===== config.mk =====
export PLATFORM = sky130hd
export DESIGN_NAME = fault_guard
export DESIGN_NICKNAME = d
export VERILOG_FILES = /design/src/rtl/fg_pkg.sv /design/src/rtl/fg_blank.sv /design/src/rtl/fg_oc_latch.sv /design/src/rtl/fg_out_stage.sv /design/src/rtl/fault_guard.sv
export SDC_FILE = /design/constraint.sdc
export NUM_CORES = 1
export LEC_CHECK = 0
export BUFFER_PORTS_ARGS = -buffer_cell sky130_fd_sc_hd__buf_4
export CORE_ASPECT_RATIO = 1.25
export CORE_MARGIN = 1.5
export CORE_UTILIZATION = 51
export CTS_CLUSTER_DIAMETER = 120
export CTS_CLUSTER_SIZE = 28
export DETAILED_ROUTE_END_ITERATION = 12
export PLACE_DENSITY_LB_ADDON = 0.25
export SETUP_SLACK_MARGIN = 0.2
export SYNTH_ARGS = -nofsm -noshare
export SYNTH_HDL_FRONTEND = slang
export SYNTH_HIERARCHICAL = 1
export SYNTH_SLANG_ARGS = --single-unit

===== constraint.sdc =====
create_clock -name clk -period 1.8 [get_ports clk]
set_input_delay 0.09 -clock clk [delete_from_list [all_inputs] [get_ports clk]]
set_output_delay 0.09 -clock clk [all_outputs]
set_load 0.005 [all_outputs]

===== src/rtl/fg_pkg.sv =====
package fg_pkg;
  typedef struct packed {
    logic oc;   // latched overcurrent
    logic uv;   // shared-supply undervoltage (not latched)
  } fg_cause_t;
endpackage


===== src/rtl/fg_blank.sv =====
module fg_blank #(
  parameter int BLANK_CYC = 38
) (
  input  logic clk,
  input  logic rst,
  input  logic turn_on_i,
  input  logic trip_i,
  output logic trip_q_o,
  output logic blank_o
);
  localparam int BW = $clog2(BLANK_CYC + 1);

  logic [BW-1:0] cnt_q;

  always_ff @(posedge clk) begin
    if (rst) begin
      cnt_q <= '0;
    end else if (turn_on_i) begin
      cnt_q <= BW'(BLANK_CYC);
    end else if (cnt_q != '0) begin
      cnt_q <= cnt_q - 1'b1;
    end
  end

  assign blank_o  = (cnt_q != '0);
  assign trip_q_o = trip_i & ~blank_o;

  // a turn-on pulse always opens a blanking window
  a_r5_blank_opens: assert property (@(posedge clk) disable iff (rst)
    turn_on_i |=> blank_o);
  // nothing passes while blanked
  a_r5_blank_masks: assert property (@(posedge clk) disable iff (rst)
    blank_o |-> !trip_q_o);
endmodule


===== src/rtl/fg_oc_latch.sv =====
module fg_oc_latch #(
  parameter int CLR_CYC = 412500
) (
  input  logic clk,
  input  logic rst,
  input  logic trip_q_i,
  input  logic trip_i,
  output logic oc_o
);
  localparam int CW = (CLR_CYC > 1) ? $clog2(CLR_CYC) : 1;

  logic          oc_q;
  logic [CW-1:0] cnt_q;

  always_ff @(posedge clk) begin
    if (rst) begin
      oc_q  <= 1'b0;
      cnt_q <= '0;
    end else begin
      if (trip_i) begin
        cnt_q <= '0;
      end else if (oc_q) begin
        if (cnt_q == CW'(CLR_CYC - 1)) begin
          cnt_q <= '0;
          oc_q  <= 1'b0;
        end else begin
          cnt_q <= cnt_q + 1'b1;
        end
      end
      if (trip_q_i) oc_q <= 1'b1;
    end
  end

  assign oc_o = oc_q;

  // a qualified trip latches the fault
  a_r2_latch_set: assert property (@(posedge clk) disable iff (rst)
    trip_q_i |=> oc_q);
  // the fault cannot clear while the trip input is high
  a_r3_hold_on_trip: assert property (@(posedge clk) disable iff (rst)
    (oc_q && trip_i) |=> oc_q);
  // release only follows an edge with the trip input low
  a_r4_release_low: assert property (@(posedge clk) disable iff (rst)
    $fell(oc_q) |-> !$past(trip_i));
endmodule


===== src/rtl/fg_out_stage.sv =====
module fg_out_stage
  import fg_pkg::*;
#(
  parameter int NUM_PH = 3
) (
  input  logic              clk,
  input  logic              rst,
  input  fg_cause_t         cause_i,
  input  logic              en_i,
  input  logic [NUM_PH-1:0] vbs_low_i,
  output logic              shut_o,
  output logic [NUM_PH-1:0] hs_inhibit_o,
  output logic              fault_n_o
);
  logic oc_eff;

  always_comb oc_eff = cause_i.oc & ~rst;

  always_ff @(posedge clk) begin
    shut_o    <= oc_eff | cause_i.uv | ~en_i;
    fault_n_o <= ~(oc_eff | cause_i.uv);
  end

  for (genvar p = 0; p < NUM_PH; p++) begin : g_ph
    always_ff @(posedge clk) hs_inhibit_o[p] <= vbs_low_i[p];

    // each inhibit follows its own supply bit one edge later
    a_r7_inhibit: assert property (@(posedge clk) disable iff (rst)
      hs_inhibit_o[p] == $past(vbs_low_i[p]));
  end

  // shared undervoltage shuts down and flags
  a_r6_uv_flag: assert property (@(posedge clk) disable iff (rst)
    cause_i.uv |=> (shut_o && !fault_n_o));
  // enable low shuts down silently
  a_r8_en_quiet: assert property (@(posedge clk) disable iff (rst)
    (!en_i && !cause_i.oc && !cause_i.uv) |=> (shut_o && fault_n_o));
endmodule


===== src/rtl/fault_guard.sv =====
module fault_guard
  import fg_pkg::*;
#(
  parameter int NUM_PH    = 3,
  parameter int BLANK_CYC = 38,
  parameter int CLR_CYC   = 412500
) (
  input  logic              clk,
  input  logic              rst,
  input  logic              trip_i,
  input  logic              vcc_low_i,
  input  logic [NUM_PH-1:0] vbs_low_i,
  input  logic              en_i,
  input  logic              turn_on_i,
  output logic              shut_o,
  output logic [NUM_PH-1:0] hs_inhibit_o,
  output logic              fault_n_o
);
  logic      trip_q;
  logic      blank;
  logic      oc;
  fg_cause_t cause;

  fg_blank #(.BLANK_CYC(BLANK_CYC)) u_blank (
    .clk(clk), .rst(rst), .turn_on_i(turn_on_i), .trip_i(trip_i),
    .trip_q_o(trip_q), .blank_o(blank)
  );

  fg_oc_latch #(.CLR_CYC(CLR_CYC)) u_oc (
    .clk(clk), .rst(rst), .trip_q_i(trip_q), .trip_i(trip_i), .oc_o(oc)
  );

  always_comb begin
    cause.oc = oc;
    cause.uv = vcc_low_i;
  end

  fg_out_stage #(.NUM_PH(NUM_PH)) u_out (
    .clk(clk), .rst(rst), .cause_i(cause), .en_i(en_i),
    .vbs_low_i(vbs_low_i), .shut_o(shut_o),
    .hs_inhibit_o(hs_inhibit_o), .fault_n_o(fault_n_o)
  );

  // the flag is never asserted without shutdown
  a_r1_flag_implies_shut: assert property (@(posedge clk) disable iff (rst)
    !fault_n_o |-> shut_o);
endmodule


==> impl_metrics.py <==
metrics = {
    "grt": {
        "grt_max_degree": 13,
        "wire_length_of_the_first_global_routing_pass_um": 6130,
        "groute.usage.overall_pct": 25.4,
        "grt-ovfl-total": 0,
        "grt_antenna_before_repair": 0,
        "number_of_global_route_vias_before_repair": 1417,
    },
    "worst_setup_path": {
        "crit_path_cell_trace": "ha_4 > nand3_1 > or4_4 > or3_1 > a31oi_1",
        "regToRegStartpoint": "u_oc/cnt_q[1]",
        "rr_endpoint": "u_oc/cnt_q[14]",
        "element_type_at_the_critical_path_start": "flop",
        "worst-endpoint-required_ns": 2.05,
        "r2r.worst_path.cells": 5,
        "critPathSlowestCell": "or4_4",
        "end_kind": "flop",
        "cp_max_fo": 4,
        "worst-endpoint-arrival_ns": 1.90,
        "crit_type": "flop to flop",
        "setup.reg_to_reg.worst_slack_ns": 0.16,
        "max_stage_delay_ns": 0.43,
    },
    "hold_path": {
        "worst_hold_start": "rst",
        "hold_path_end": "u_blank/cnt_q[0]",
        "worst_hold_path_type": "primary input to flop",
        "hold_depth": 2,
    },
    "sta": {
        "final_min_period_over_clock_period_pct": 91.3,
        "timing.hold.ws_ns": 0.0162,
        "clock-skew-final_ns": 0.00744,
        "slew_headroom_pct": 80.2,
        "worst_pin_slew_ns": 0.294,
        "slew_violations": 0,
        "timing_hold_violations_final": 0,
        "final_setup_violating_endpoints": 0,
        "max_freq_ghz": 0.608,
        "rsz_0062_raised_after_global_routing": "yes",
        "setup_total_negative_slack_ns": 0,
        "layout_min_cycle_time_ns": 1.64,
    },
    "floorplan": {
        "die_x_um": 50.5,
        "die_h_um": 62.4,
        "dieArea_um2": 3150,
        "pin_count": 14,
        "fp-row-count": 21,
        "initial_utilization_pct": 53.7,
        "core_area_um2": 2680,
    },
    "route": {
        "detail_route.wirelength_um": 3640,
        "remaining_antenna_violation_count": 0,
        "wire_per_inst_um": 15.2,
        "drt_pre_antenna_iters": 4,
        "drcViolationCount": 0,
        "vias_per_cell": 5.80,
        "drt-initial-drc-count": 52,
        "vias": 1393,
    },
    "place": {
        "routability_congestion_estimate_from_global_placement": 0.844,
        "hpwlAfterDp_um": 2430,
        "place.port_buffers": 13,
    },
    "layout": {
        "layout_common_cells": "31 x buf_4, 19 x nor2_1, 14 x dfxtp_1, 10 x nand2_1, 10 x dfxtp_4",
        "synth_to_final_area_change_pct": 37.9,
        "antenna-diode-count": 0,
        "layout-drive-gt1-share_pct": 35.4,
        "nNetsFinal": 217,
        "layout_commonest_cell": "buf_4",
        "fill_cells": 195,
    },
    "synth": {
        "synth_area_um2": 1440,
        "synth_area_per_cell_um2": 8.83,
        "synthesis.nets": 175,
        "synthesis.yosys.warnings": 6,
        "netlist_instances": 163,
    },
    "clock_tree": {
        "cts_tree": "done",
        "max-clock-path-buffers": 2,
        "htreeDepth": 2,
        "cts.sinks": 31,
        "root_buffer_selected_by_cts": "clkbuf_4",
        "cts.clk_slew.worst_paths_ns": 0.09,
        "cts_buffers": 5,
        "worst_skew_pair.late_latency_ns": 0.33,
    },
    "power_and_ir_drop": {
        "ir_worst_vdd_v": 0.00107,
        "total_power_divided_by_cell_area_nw_per_um2": 762,
        "leakagePower_uw": 0.000705,
    },
    "outcome": {
        "result_of_the_run": "completed",
    },
    "flow_run": {
        "cap_violations": 0,
    },
}
## layout make-up
type	instances	area (um2)	area share [%]
Tap cell	34	42.5	2.14
Clock buffer	6	51.3	2.59
Sequential cell	31	667	33.6
Clock inverter	2	35.0	1.77
Timing Repair Buffer	38	305	15.4
Multi-Input combinational cell	122	857	43.2
Inverter	7	26.3	1.32
## layer usage
layer / global-route usage, % / wire, um / up-vias
li1: - / - / 682
met1: 27.5 / 1500 / 668
met2: 44.6 / 1900 / 36
met3: 6.22 / 165 / 7
met4: 13.2 / 80 / 0
met5: 0 / 0 / -
## state kept, by name, summed over array words and instances (netlist names)
signal,cells
u_out/hs_inhibit_o,3
u_out/fault_n_o,1
u_blank/cnt_q,6
u_oc/cnt_q,19
u_out/shut_o,1
u_oc/oc_o,1
## stage by stage
| step | instances | setup slack, ns | utilization, % | power [uW] | cell area (um2) |
|---|---|---|---|---|---|
| floorplan | 163 | 0.219 | - | 866 | 1470 |
| global placement | 215 | 0.170 | 61.6 | 921 | 1650 |
| detailed placement | 215 | 0.0760 | 61.6 | 932 | 1650 |
| CTS | 233 | 0.177 | 69.7 | 1490 | 1870 |
| global route | 240 | 0.101 | 74.0 | 1580 | 1980 |
| finish | 240 | 0.156 | 74.0 | 1510 | 1980 |
## how the worst max path moves through the flow
stage | start | to | depth (start not counted)
final | u_oc/cnt_q[1] | u_oc/cnt_q[14] | 5
after global routing | u_oc/cnt_q[0] | u_oc/cnt_q[18] | 6
after CTS | u_oc/cnt_q[13] | u_oc/cnt_q[14] | 4
after detailed placement | u_oc/cnt_q[6] | u_oc/cnt_q[14] | 4
after global placement | u_oc/cnt_q[6] | u_oc/cnt_q[14] | 4
after floorplan | u_oc/cnt_q[7] | u_oc/cnt_q[14] | 4
## what timing repair did
| action | CTS | global route |
|---|---|---|
| endpoints found under the hold margin | 8 | 0 |
| setup endpoints to repair | 11 | 22 |
| resized for setup | 17 | 21 |
| pin swaps | 4 | 4 |
| setup buffers | 5 | 7 |
| hold buffers | 5 | 0 |
## worst max-delay path, delay by kind of cell (launching register included)
| family | cells | cell delay [ns] |
|---|---|---|
| AO/OA/AOI/OAI | 1 | 0.17 |
| adder cells (fa/ha/maj) | 1 | 0.15 |
| flip-flops | 1 | 0.39 |
| AND/OR/NAND/NOR | 3 | 0.87 |
## power breakdown
group	total, uW	switching, uW	internal (uW)	leakage [uW]
clock	558	230	328	0.0000482
combinational	226	110	116	0.000393
sequential	729	24.1	705	0.000264
Power figures use the tool's default switching activity.
